## src/rtl/alu8_pkg.sv

```systemverilog
// Package alu8_pkg
// Purpose : shared opcode constants and the decode record of the ALU.
// Assumes : opcodes are eight bits wide; the values are fixed by the
//           instruction encoding used by the surrounding processor.
package alu8_pkg;

    localparam int OPW = 8;

    localparam logic [OPW-1:0] OPC_ADD  = 8'h09;
    localparam logic [OPW-1:0] OPC_ADDI = 8'h0A;
    localparam logic [OPW-1:0] OPC_SUB  = 8'h0B;
    localparam logic [OPW-1:0] OPC_SUBI = 8'h0C;
    localparam logic [OPW-1:0] OPC_INC  = 8'h0D;
    localparam logic [OPW-1:0] OPC_DEC  = 8'h0E;
    localparam logic [OPW-1:0] OPC_AND  = 8'h0F;
    localparam logic [OPW-1:0] OPC_OR   = 8'h10;
    localparam logic [OPW-1:0] OPC_XOR  = 8'h11;
    localparam logic [OPW-1:0] OPC_NOT  = 8'h12;
    localparam logic [OPW-1:0] OPC_CMP  = 8'h13;
    localparam logic [OPW-1:0] OPC_SHL  = 8'h14;
    localparam logic [OPW-1:0] OPC_SHR  = 8'h15;
    localparam logic [OPW-1:0] OPC_MUL  = 8'h1A;
    localparam logic [OPW-1:0] OPC_MULI = 8'h1B;
    localparam logic [OPW-1:0] OPC_DIV  = 8'h1C;
    localparam logic [OPW-1:0] OPC_DIVI = 8'h1D;
    localparam logic [OPW-1:0] OPC_MOD  = 8'h1E;
    localparam logic [OPW-1:0] OPC_MODI = 8'h1F;
    localparam logic [OPW-1:0] OPC_ROL  = 8'h22;
    localparam logic [OPW-1:0] OPC_ROR  = 8'h23;

    // Which datapath serves an opcode.
    typedef enum logic [1:0] {
        GRP_NONE  = 2'd0,
        GRP_ARITH = 2'd1,
        GRP_SHIFT = 2'd2,
        GRP_DIV   = 2'd3
    } grp_e;

    typedef struct packed {
        grp_e grp;     // serving datapath
        logic writes;  // destination register is updated
        logic rem;     // division: return the remainder
    } dec_t;

    // Classify an opcode into its datapath and writeback behaviour.
    function automatic dec_t decode(input logic [OPW-1:0] opc);
        dec_t d;
        d = '{grp: GRP_NONE, writes: 1'b0, rem: 1'b0};
        case (opc)
            OPC_ADD, OPC_ADDI, OPC_SUB, OPC_SUBI, OPC_INC, OPC_DEC,
            OPC_AND, OPC_OR, OPC_XOR, OPC_NOT, OPC_MUL, OPC_MULI: begin
                d.grp    = GRP_ARITH;
                d.writes = 1'b1;
            end
            OPC_CMP: begin
                d.grp    = GRP_ARITH;
                d.writes = 1'b0;
            end
            OPC_SHL, OPC_SHR, OPC_ROL, OPC_ROR: begin
                d.grp    = GRP_SHIFT;
                d.writes = 1'b1;
            end
            OPC_DIV, OPC_DIVI: begin
                d.grp    = GRP_DIV;
                d.writes = 1'b1;
            end
            OPC_MOD, OPC_MODI: begin
                d.grp    = GRP_DIV;
                d.writes = 1'b1;
                d.rem    = 1'b1;
            end
            default: d = '{grp: GRP_NONE, writes: 1'b0, rem: 1'b0};
        endcase
        return d;
    endfunction

endpackage

```

## src/rtl/alu8_arith.sv

```systemverilog
// Module alu8_arith
// Purpose : single-cycle add/subtract/logic/multiply datapath.
// Assumes : op is one of the arithmetic-group codes when the output is
//           used; other codes give zero. Carry meaning follows the op:
//           carry-out for add, borrow for subtract and compare,
//           non-zero high half for multiply, zero for logic ops.
module alu8_arith
    import alu8_pkg::*;
#(
    parameter int DW = 8
) (
    input  logic [OPW-1:0] op,
    input  logic [DW-1:0]  a,
    input  logic [DW-1:0]  b,
    output logic [DW-1:0]  res,
    output logic           carry
);

    localparam int PW = 2 * DW;

    logic [DW-1:0] addend;
    logic [DW-1:0] subtr;
    logic [DW:0]   sum;
    logic [DW:0]   diff;
    logic [PW-1:0] prod;

    // Pick the second operand of the adder and subtractor.
    always_comb begin
        addend = (op == OPC_INC) ? DW'(1) : b;
        subtr  = (op == OPC_DEC) ? DW'(1) : b;
    end

    // Shared wide adder, subtractor and multiplier.
    always_comb begin
        sum  = {1'b0, a} + {1'b0, addend};
        diff = {1'b0, a} - {1'b0, subtr};
        prod = {{DW{1'b0}}, a} * {{DW{1'b0}}, b};
    end

    // Select the result and carry for the operation.
    always_comb begin
        res   = '0;
        carry = 1'b0;
        case (op)
            OPC_ADD, OPC_ADDI, OPC_INC: begin
                res   = sum[DW-1:0];
                carry = sum[DW];
            end
            OPC_SUB, OPC_SUBI, OPC_DEC, OPC_CMP: begin
                res   = diff[DW-1:0];
                carry = diff[DW];
            end
            OPC_AND: res = a & b;
            OPC_OR:  res = a | b;
            OPC_XOR: res = a ^ b;
            OPC_NOT: res = ~a;
            OPC_MUL, OPC_MULI: begin
                res   = prod[DW-1:0];
                carry = |prod[PW-1:DW];
            end
            default: begin
                res   = '0;
                carry = 1'b0;
            end
        endcase
    end

endmodule

```

## src/rtl/alu8_shift.sv

```systemverilog
// Module alu8_shift
// Purpose : single-cycle logical shifter and rotator.
// Assumes : DW is a power of two so that rotate amounts wrap by taking
//           the low bits of b; shift amounts use all of b, and any
//           amount of DW or more empties the word.
module alu8_shift
    import alu8_pkg::*;
#(
    parameter int DW = 8
) (
    input  logic [OPW-1:0] op,
    input  logic [DW-1:0]  a,
    input  logic [DW-1:0]  b,
    output logic [DW-1:0]  res,
    output logic           carry
);

    localparam int CW = $clog2(DW);
    localparam int XW = 2 * DW;

    logic [XW-1:0] left_ext;
    logic [XW-1:0] right_ext;
    logic [XW-1:0] rol_ext;
    logic [XW-1:0] ror_ext;
    logic [CW-1:0] rot_amt;

    // Wide shifts: the bit just past the word is the last one shifted out.
    always_comb begin
        rot_amt   = b[CW-1:0];
        left_ext  = {{DW{1'b0}}, a} << b;
        right_ext = {a, {DW{1'b0}}} >> b;
        rol_ext   = {a, a} << rot_amt;
        ror_ext   = {a, a} >> rot_amt;
    end

    // Select the result and the shifted-out bit.
    always_comb begin
        res   = '0;
        carry = 1'b0;
        case (op)
            OPC_SHL: begin
                res   = left_ext[DW-1:0];
                carry = left_ext[DW];
            end
            OPC_SHR: begin
                res   = right_ext[XW-1:DW];
                carry = right_ext[DW-1];
            end
            OPC_ROL: begin
                res   = rol_ext[XW-1:DW];
                carry = (rot_amt != '0) ? rol_ext[DW] : 1'b0;
            end
            OPC_ROR: begin
                res   = ror_ext[DW-1:0];
                carry = (rot_amt != '0) ? ror_ext[DW-1] : 1'b0;
            end
            default: begin
                res   = '0;
                carry = 1'b0;
            end
        endcase
    end

    // Guard: a logical shift by the word width or more leaves nothing.
    always_comb begin
        if ((op == OPC_SHL || op == OPC_SHR) && (b >= DW[DW-1:0]))
            assert_shift_clears_R6: assert (res == '0);
    end

endmodule

```

## src/rtl/alu8_divider.sv

```systemverilog
// Module alu8_divider
// Purpose : unsigned restoring divider, one quotient bit per clock.
// Assumes : load is raised only when busy is low and divisor is non-zero;
//           quo_next/rem_next hold the final answer in the cycle last is
//           high, so the caller can register them on that edge.
module alu8_divider #(
    parameter int DW = 8
) (
    input  logic          clk,
    input  logic          rst_n,
    input  logic          load,
    input  logic [DW-1:0] dividend,
    input  logic [DW-1:0] divisor,
    output logic          busy,
    output logic          last,
    output logic [DW-1:0] quo_next,
    output logic [DW-1:0] rem_next
);

    localparam int CNTW = $clog2(DW + 1);

    logic            busy_q;
    logic [CNTW-1:0] cnt_q;
    logic [DW-1:0]   quo_q;
    logic [DW-1:0]   rem_q;
    logic [DW-1:0]   dvs_q;
    logic [DW:0]     trial;
    logic [DW:0]     trial_sub;
    logic            fits;

    // One restoring step: bring in the next dividend bit, try to subtract.
    always_comb begin
        trial     = {rem_q, quo_q[DW-1]};
        trial_sub = trial - {1'b0, dvs_q};
        fits      = (trial >= {1'b0, dvs_q});
        rem_next  = fits ? trial_sub[DW-1:0] : trial[DW-1:0];
        quo_next  = {quo_q[DW-2:0], fits};
        last      = busy_q && (cnt_q == CNTW'(1));
        busy      = busy_q;
    end

    // Iteration state: load operands, then step until the count runs out.
    always_ff @(posedge clk) begin
        if (!rst_n) begin
            busy_q <= 1'b0;
            cnt_q  <= '0;
            quo_q  <= '0;
            rem_q  <= '0;
            dvs_q  <= '0;
        end else if (load) begin
            busy_q <= 1'b1;
            cnt_q  <= CNTW'(DW);
            quo_q  <= dividend;
            rem_q  <= '0;
            dvs_q  <= divisor;
        end else if (busy_q) begin
            quo_q <= quo_next;
            rem_q <= rem_next;
            cnt_q <= cnt_q - CNTW'(1);
            if (last)
                busy_q <= 1'b0;
        end
    end

    // the step counter stays within 1..DW while iterating.
    assert_count_range_R9: assert property (@(posedge clk) disable iff (!rst_n)
        busy_q |-> (cnt_q != '0) && (cnt_q <= CNTW'(DW)));

    // the final step ends the busy period.
    assert_last_ends_busy_R9: assert property (@(posedge clk) disable iff (!rst_n)
        last |=> !busy_q);

    // a zero divisor never reaches the iterator.
    assert_no_zero_load_R10: assert property (@(posedge clk) disable iff (!rst_n)
        load |-> (divisor != '0));

endmodule

```

## src/rtl/alu8_core.sv

```systemverilog
// Module alu8_core
// Purpose : top of the eight-bit ALU; accepts an operation on start,
//           completes single-cycle ops on the next edge and division or
//           modulo after eight divider steps, and keeps the result and
//           Z/C/N flags in registers.
// Assumes : start is a request qualified only by busy; while busy is high
//           new requests are dropped. Faults and unknown opcodes leave
//           result and flags untouched.
module alu8_core
    import alu8_pkg::*;
#(
    parameter int DW = 8
) (
    input  logic           clk,
    input  logic           rst_n,
    input  logic           start,
    input  logic [OPW-1:0] op,
    input  logic [DW-1:0]  opnd_a,
    input  logic [DW-1:0]  opnd_b,
    output logic [DW-1:0]  result,
    output logic           flag_z,
    output logic           flag_c,
    output logic           flag_n,
    output logic           rd_write,
    output logic           done,
    output logic           busy,
    output logic           div_zero
);

    dec_t          dec;
    logic          accept;
    logic          div_load;
    logic [DW-1:0] ar_res;
    logic          ar_c;
    logic [DW-1:0] sh_res;
    logic          sh_c;
    logic [DW-1:0] one_res;
    logic          one_c;
    logic          div_busy;
    logic          div_last;
    logic [DW-1:0] div_quo;
    logic [DW-1:0] div_rem;
    logic          want_rem_q;

    // Decode the request and decide whether it is taken this cycle.
    always_comb begin
        dec      = decode(op);
        accept   = start && !div_busy;
        div_load = accept && (dec.grp == GRP_DIV) && (opnd_b != '0);
        busy     = div_busy;
    end

    alu8_arith #(.DW(DW)) u_arith (
        .op    (op),
        .a     (opnd_a),
        .b     (opnd_b),
        .res   (ar_res),
        .carry (ar_c)
    );

    alu8_shift #(.DW(DW)) u_shift (
        .op    (op),
        .a     (opnd_a),
        .b     (opnd_b),
        .res   (sh_res),
        .carry (sh_c)
    );

    alu8_divider #(.DW(DW)) u_div (
        .clk      (clk),
        .rst_n    (rst_n),
        .load     (div_load),
        .dividend (opnd_a),
        .divisor  (opnd_b),
        .busy     (div_busy),
        .last     (div_last),
        .quo_next (div_quo),
        .rem_next (div_rem)
    );

    // Merge the two single-cycle datapaths.
    always_comb begin
        one_res = (dec.grp == GRP_SHIFT) ? sh_res : ar_res;
        one_c   = (dec.grp == GRP_SHIFT) ? sh_c   : ar_c;
    end

    // Remember whether the running division returns the remainder.
    always_ff @(posedge clk) begin
        if (!rst_n)
            want_rem_q <= 1'b0;
        else if (div_load)
            want_rem_q <= dec.rem;
    end

    // Result, flag and completion registers.
    always_ff @(posedge clk) begin
        if (!rst_n) begin
            result   <= '0;
            flag_z   <= 1'b0;
            flag_c   <= 1'b0;
            flag_n   <= 1'b0;
            rd_write <= 1'b0;
            done     <= 1'b0;
            div_zero <= 1'b0;
        end else begin
            rd_write <= 1'b0;
            done     <= 1'b0;
            div_zero <= 1'b0;
            if (div_last) begin
                result   <= want_rem_q ? div_rem : div_quo;
                flag_z   <= (want_rem_q ? div_rem : div_quo) == '0;
                flag_n   <= want_rem_q ? div_rem[DW-1] : div_quo[DW-1];
                flag_c   <= 1'b0;
                rd_write <= 1'b1;
                done     <= 1'b1;
            end else if (accept) begin
                case (dec.grp)
                    GRP_ARITH, GRP_SHIFT: begin
                        result   <= one_res;
                        flag_z   <= (one_res == '0);
                        flag_n   <= one_res[DW-1];
                        flag_c   <= one_c;
                        rd_write <= dec.writes;
                        done     <= 1'b1;
                    end
                    GRP_DIV: begin
                        if (opnd_b == '0) begin
                            div_zero <= 1'b1;
                            done     <= 1'b1;
                        end
                    end
                    default: done <= 1'b1;
                endcase
            end
        end
    end

    // a divide fault is a completion that never writes.
    assert_fault_no_write_R10: assert property (@(posedge clk) disable iff (!rst_n)
        div_zero |-> (done && !rd_write));

    // an accepted compare completes next cycle without a write.
    assert_cmp_no_write_R5: assert property (@(posedge clk) disable iff (!rst_n)
        (accept && op == OPC_CMP) |=> (done && !rd_write));

    // Z agrees with the written result.
    assert_zero_flag_R13: assert property (@(posedge clk) disable iff (!rst_n)
        (done && rd_write) |-> (flag_z == (result == '0)));

    // N agrees with the top bit of the written result.
    assert_neg_flag_R13: assert property (@(posedge clk) disable iff (!rst_n)
        (done && rd_write) |-> (flag_n == result[DW-1]));

    // no completion can appear while the divider is mid-iteration.
    assert_busy_blocks_done_R11: assert property (@(posedge clk) disable iff (!rst_n)
        (div_busy && !div_last) |=> !done);

    // the divider's final step always produces a writing completion.
    assert_div_completes_R9: assert property (@(posedge clk) disable iff (!rst_n)
        div_last |=> (done && rd_write && !div_zero));

endmodule

```

## config.mk

```make
export PLATFORM = sky130hd
export DESIGN_NAME = alu8_core
export DESIGN_NICKNAME = d
export VERILOG_FILES = /design/src/rtl/alu8_pkg.sv /design/src/rtl/alu8_arith.sv /design/src/rtl/alu8_shift.sv /design/src/rtl/alu8_divider.sv /design/src/rtl/alu8_core.sv
export SDC_FILE = /design/constraint.sdc
export NUM_CORES = 1
export LEC_CHECK = 0
export ABC_AREA = 1
export CORE_AREA = 2 2 139 175
export DETAILED_ROUTE_END_ITERATION = 10
export DIE_AREA = 0 0 141 177
export DONT_BUFFER_PORTS = 1
export MAX_ROUTING_LAYER = met4
export PLACE_DENSITY = 0.52
export SETUP_SLACK_MARGIN = 0.3
export SLEW_MARGIN = 5
export SYNTH_ARGS = -nofsm -noshare
export SYNTH_HDL_FRONTEND = slang
export SYNTH_HIERARCHICAL = 1
export SYNTH_SLANG_ARGS = --single-unit
export TNS_END_PERCENT = 10
```

## constraint.sdc

```tcl
create_clock -name clk -period 4.72 [get_ports clk]
set_clock_uncertainty 0.15 [all_clocks]
set_input_delay 0.708 -clock clk [delete_from_list [all_inputs] [get_ports clk]]
set_output_delay 0.708 -clock clk [all_outputs]
set_load 0.01 [all_outputs]
```

==> results.toml <==
[run_status]
outcome = "complete, no violations"

[worst_setup_path]
endpoint_kind = "flip-flop"
required_ns = 4.74
critPathKind = "in -> reg"
r2r_slack_ns = 2.20
path_max_fanout = 15
cp.arrival_ns = 4.37
start_kind = "primary input"

[layout]
antenna-diode-count = 0
mostFrequentLayoutCells = "nand2_1, inv_1, nand3_1"
fin_nets = 1464
seqCellArea_um2 = 861
final_cells = 1610
fill_cells = 2666
post-route-util_pct = 36.2
multiInputGateArea_um2 = 6000
area_delta_synth_final_pct = 5.23
layout-drive-gt1-share_pct = 9.79
layout_commonest_cell = "nand2_1"

[logic_synthesis]
avgSynthCellArea_um2 = 5.98
synthArstFlopShare_pct = 0
ys_ff_latch = 43
synthesis.area_um2 = 8040
yosysUniqueCellTypes = 53
synth_edf_count = 0
synth_flop_cell = "dfxtp_1"
syn-num-nets = 1492
yosysWarnings = 6
netlist_instances = 1346
seq_area_frac_synth_pct = 10.7

[global_route]
first_global_vias = 7736
track_usage_pct = 19.5
grt_remaining_overflow = 0
grt_max_degree = 42
antenna_found_initial = 0
grt_pass1_wl_um = 38400

[clock_network]
clk_path_buf_depth = 2
cts_buffers = 5
clk-insertion-delay-late_ns = 0.28
ctsHtreeMaxLevel = 2
cts.sinks = 43
clk_pin_slew_worst_paths_ns = 0.06
cts_tree = "done"
cts_hold_buf = 0
root_buffer = "clkbuf_16"

[die]
die_h_um = 177
start_util_pct = 34.4
rows = 63
fp.dieArea_um2 = 25000
io_pins = 42
design.core.area_um2 = 23400
die-width_um = 141

[power]
ir_drop_v = 0.000168
p_per_area_nw_per_um2 = 226
leakage_uw = 0.00465

[placed_design]
gp_congestion = 0.881
port_buffers = 0
dp_hpwl_um = 18400
place_inst = 1599

[worst_hold_path]
hold_path.class = "reg -> reg"

[detailed_routing]
wl_um = 23100
wl_per_cell_um = 14.4
vias = 7971
first_pass_iters = 5
drcViolationCount = 0
viasPerCell = 4.95
ant_nets = 0
drtIter0Drc = 477

[timing]
finalSetupViolCount = 0
slew_headroom_pct = 54.3
timing.fmax_mhz = 230
rsz0062_at_grt = "true"
period_share_pct = 92.2
slew_viol_final = 0
period_minus_slack_ns = 4.35
worstMarginPinSlew_ns = 0.682
fin_setup_tns_ns = 0
finalHoldViolCount = 0

[run]
cap_violations = 0
[Yosys cell counts, types with 16 or more instances]
library cell / count / area, um^2
a21oi_1: 36 / 180
clkbuf_1: 21 / 78.8
dfxtp_1: 43 / 861
fa_1: 39 / 781
ha_1: 80 / 1000
inv_1: 255 / 957
inv_2: 16 / 60.1
nand2_1: 418 / 1570
nand2_2: 17 / 106
nand3_1: 123 / 616
nand4_1: 16 / 100
nor2_1: 104 / 390
o21ai_0: 19 / 95.1
o21ai_1: 16 / 80.1
[worst max-delay path, stage by stage]
cell and delay [ns]:
ha_1 0.20, inv_2 0.07, fa_1 0.43, fa_1 0.50
fa_1 0.51, fa_1 0.55, inv_1 0.06, ha_4 0.30
nand2_1 0.06, nand2_2 0.07, nand2_1 0.05, nand2_1 0.07
nand2_1 0.07, nand4_1 0.08, nand2_1 0.07, nor2_1 0.10
nand3_1 0.11, nand2_1 0.09, nand2_2 0.08, nand2_1 0.09
a31oi_1 0.07
[sequential cells by signal, indices dropped and copies added, names as in the netlist]
| name | flops |
|---|---|
| flag_c | 1 |
| done | 1 |
| want_rem_q | 1 |
| u_div/quo_q | 8 |
| div_zero | 1 |
| u_div/rem_q | 8 |
| u_div/busy | 1 |
| u_div/dvs_q | 8 |
| rd_write | 1 |
| u_div/cnt_q | 4 |
| result | 8 |
| flag_z | 1 |
[stage by stage]
step | power [uW] | area [um^2] | hold slack, ns | setup slack, ns
floorplan | 1270 | 8140 | 0.287 | 0.297
global placement | 1480 | 8240 | 0.305 | 0.0123
detailed placement | 1480 | 8240 | 0.312 | 0.0200
CTS | 1840 | 8380 | 0.321 | 0.307
global route | 2120 | 8460 | 0.336 | 0.141
finish | 1910 | 8460 | 0.315 | 0.368
[power by group]
group / internal [uW] / switching, uW / leakage, uW
Combinational: 493 / 705 / 0.00423
Clock: 207 / 142 / 0.0000727
Sequential: 365 / 2.16 / 0.000347
Total: 1060 / 849 / 0.00465
[layout make-up]
type / count / share of cell area [%]
clock buffers: 6 / 1.64
well taps: 292 / 4.32
inverters: 273 / 12.2
repair buffers: 9 / 0.798
clock inverters: 1 / 0.0591
flip-flops and latches: 43 / 10.2
multi-input cells: 986 / 70.8
[cell families (layout without fill, tap and decap cells)]
logic type / after synthesis / in the layout / share of synthesized area [%]
AOI/OAI and AO/OA: 114 / 114 / 8.57
buffers and inverters: 317 / 289 / 16.0
and+or+nand+nor: 746 / 746 / 41.8
xor gates and xnor gates: 7 / 7 / 0.762
DFF: 43 / 43 / 10.7
adders and majority gates: 119 / 119 / 22.1
[final timing paths]
path	start	to	cells after the start
hold / removal	u_div/dvs_q[4]$_SDFFE_PN0P_	u_div/dvs_q[4]$_SDFFE_PN0P_	2
hold reg to reg	u_div/dvs_q[4]$_SDFFE_PN0P_	u_div/dvs_q[4]$_SDFFE_PN0P_	2
setup / recovery	opnd_a[4]	flag_c$_SDFFE_PP0P_	21
setup reg to reg	u_div/rem_q[5]$_SDFFE_PP0P_	flag_z$_SDFFE_PN0P_	18
[metal layers]
metal	GRT usage (%)	wire length [um]	part of all wire, %
met1	24.6	10400	45
met2	33.7	11200	49
met3	2.27	996	4.3
met4	4.25	481	2.1
met5	-	0	0
[repair_timing]
item | in CTS | in global routing
endpoints found under the setup margin | 0 | 4
setup buffers | 0 | 4
gates resized for setup | 0 | 14
(Power assumes the default switching activity.)
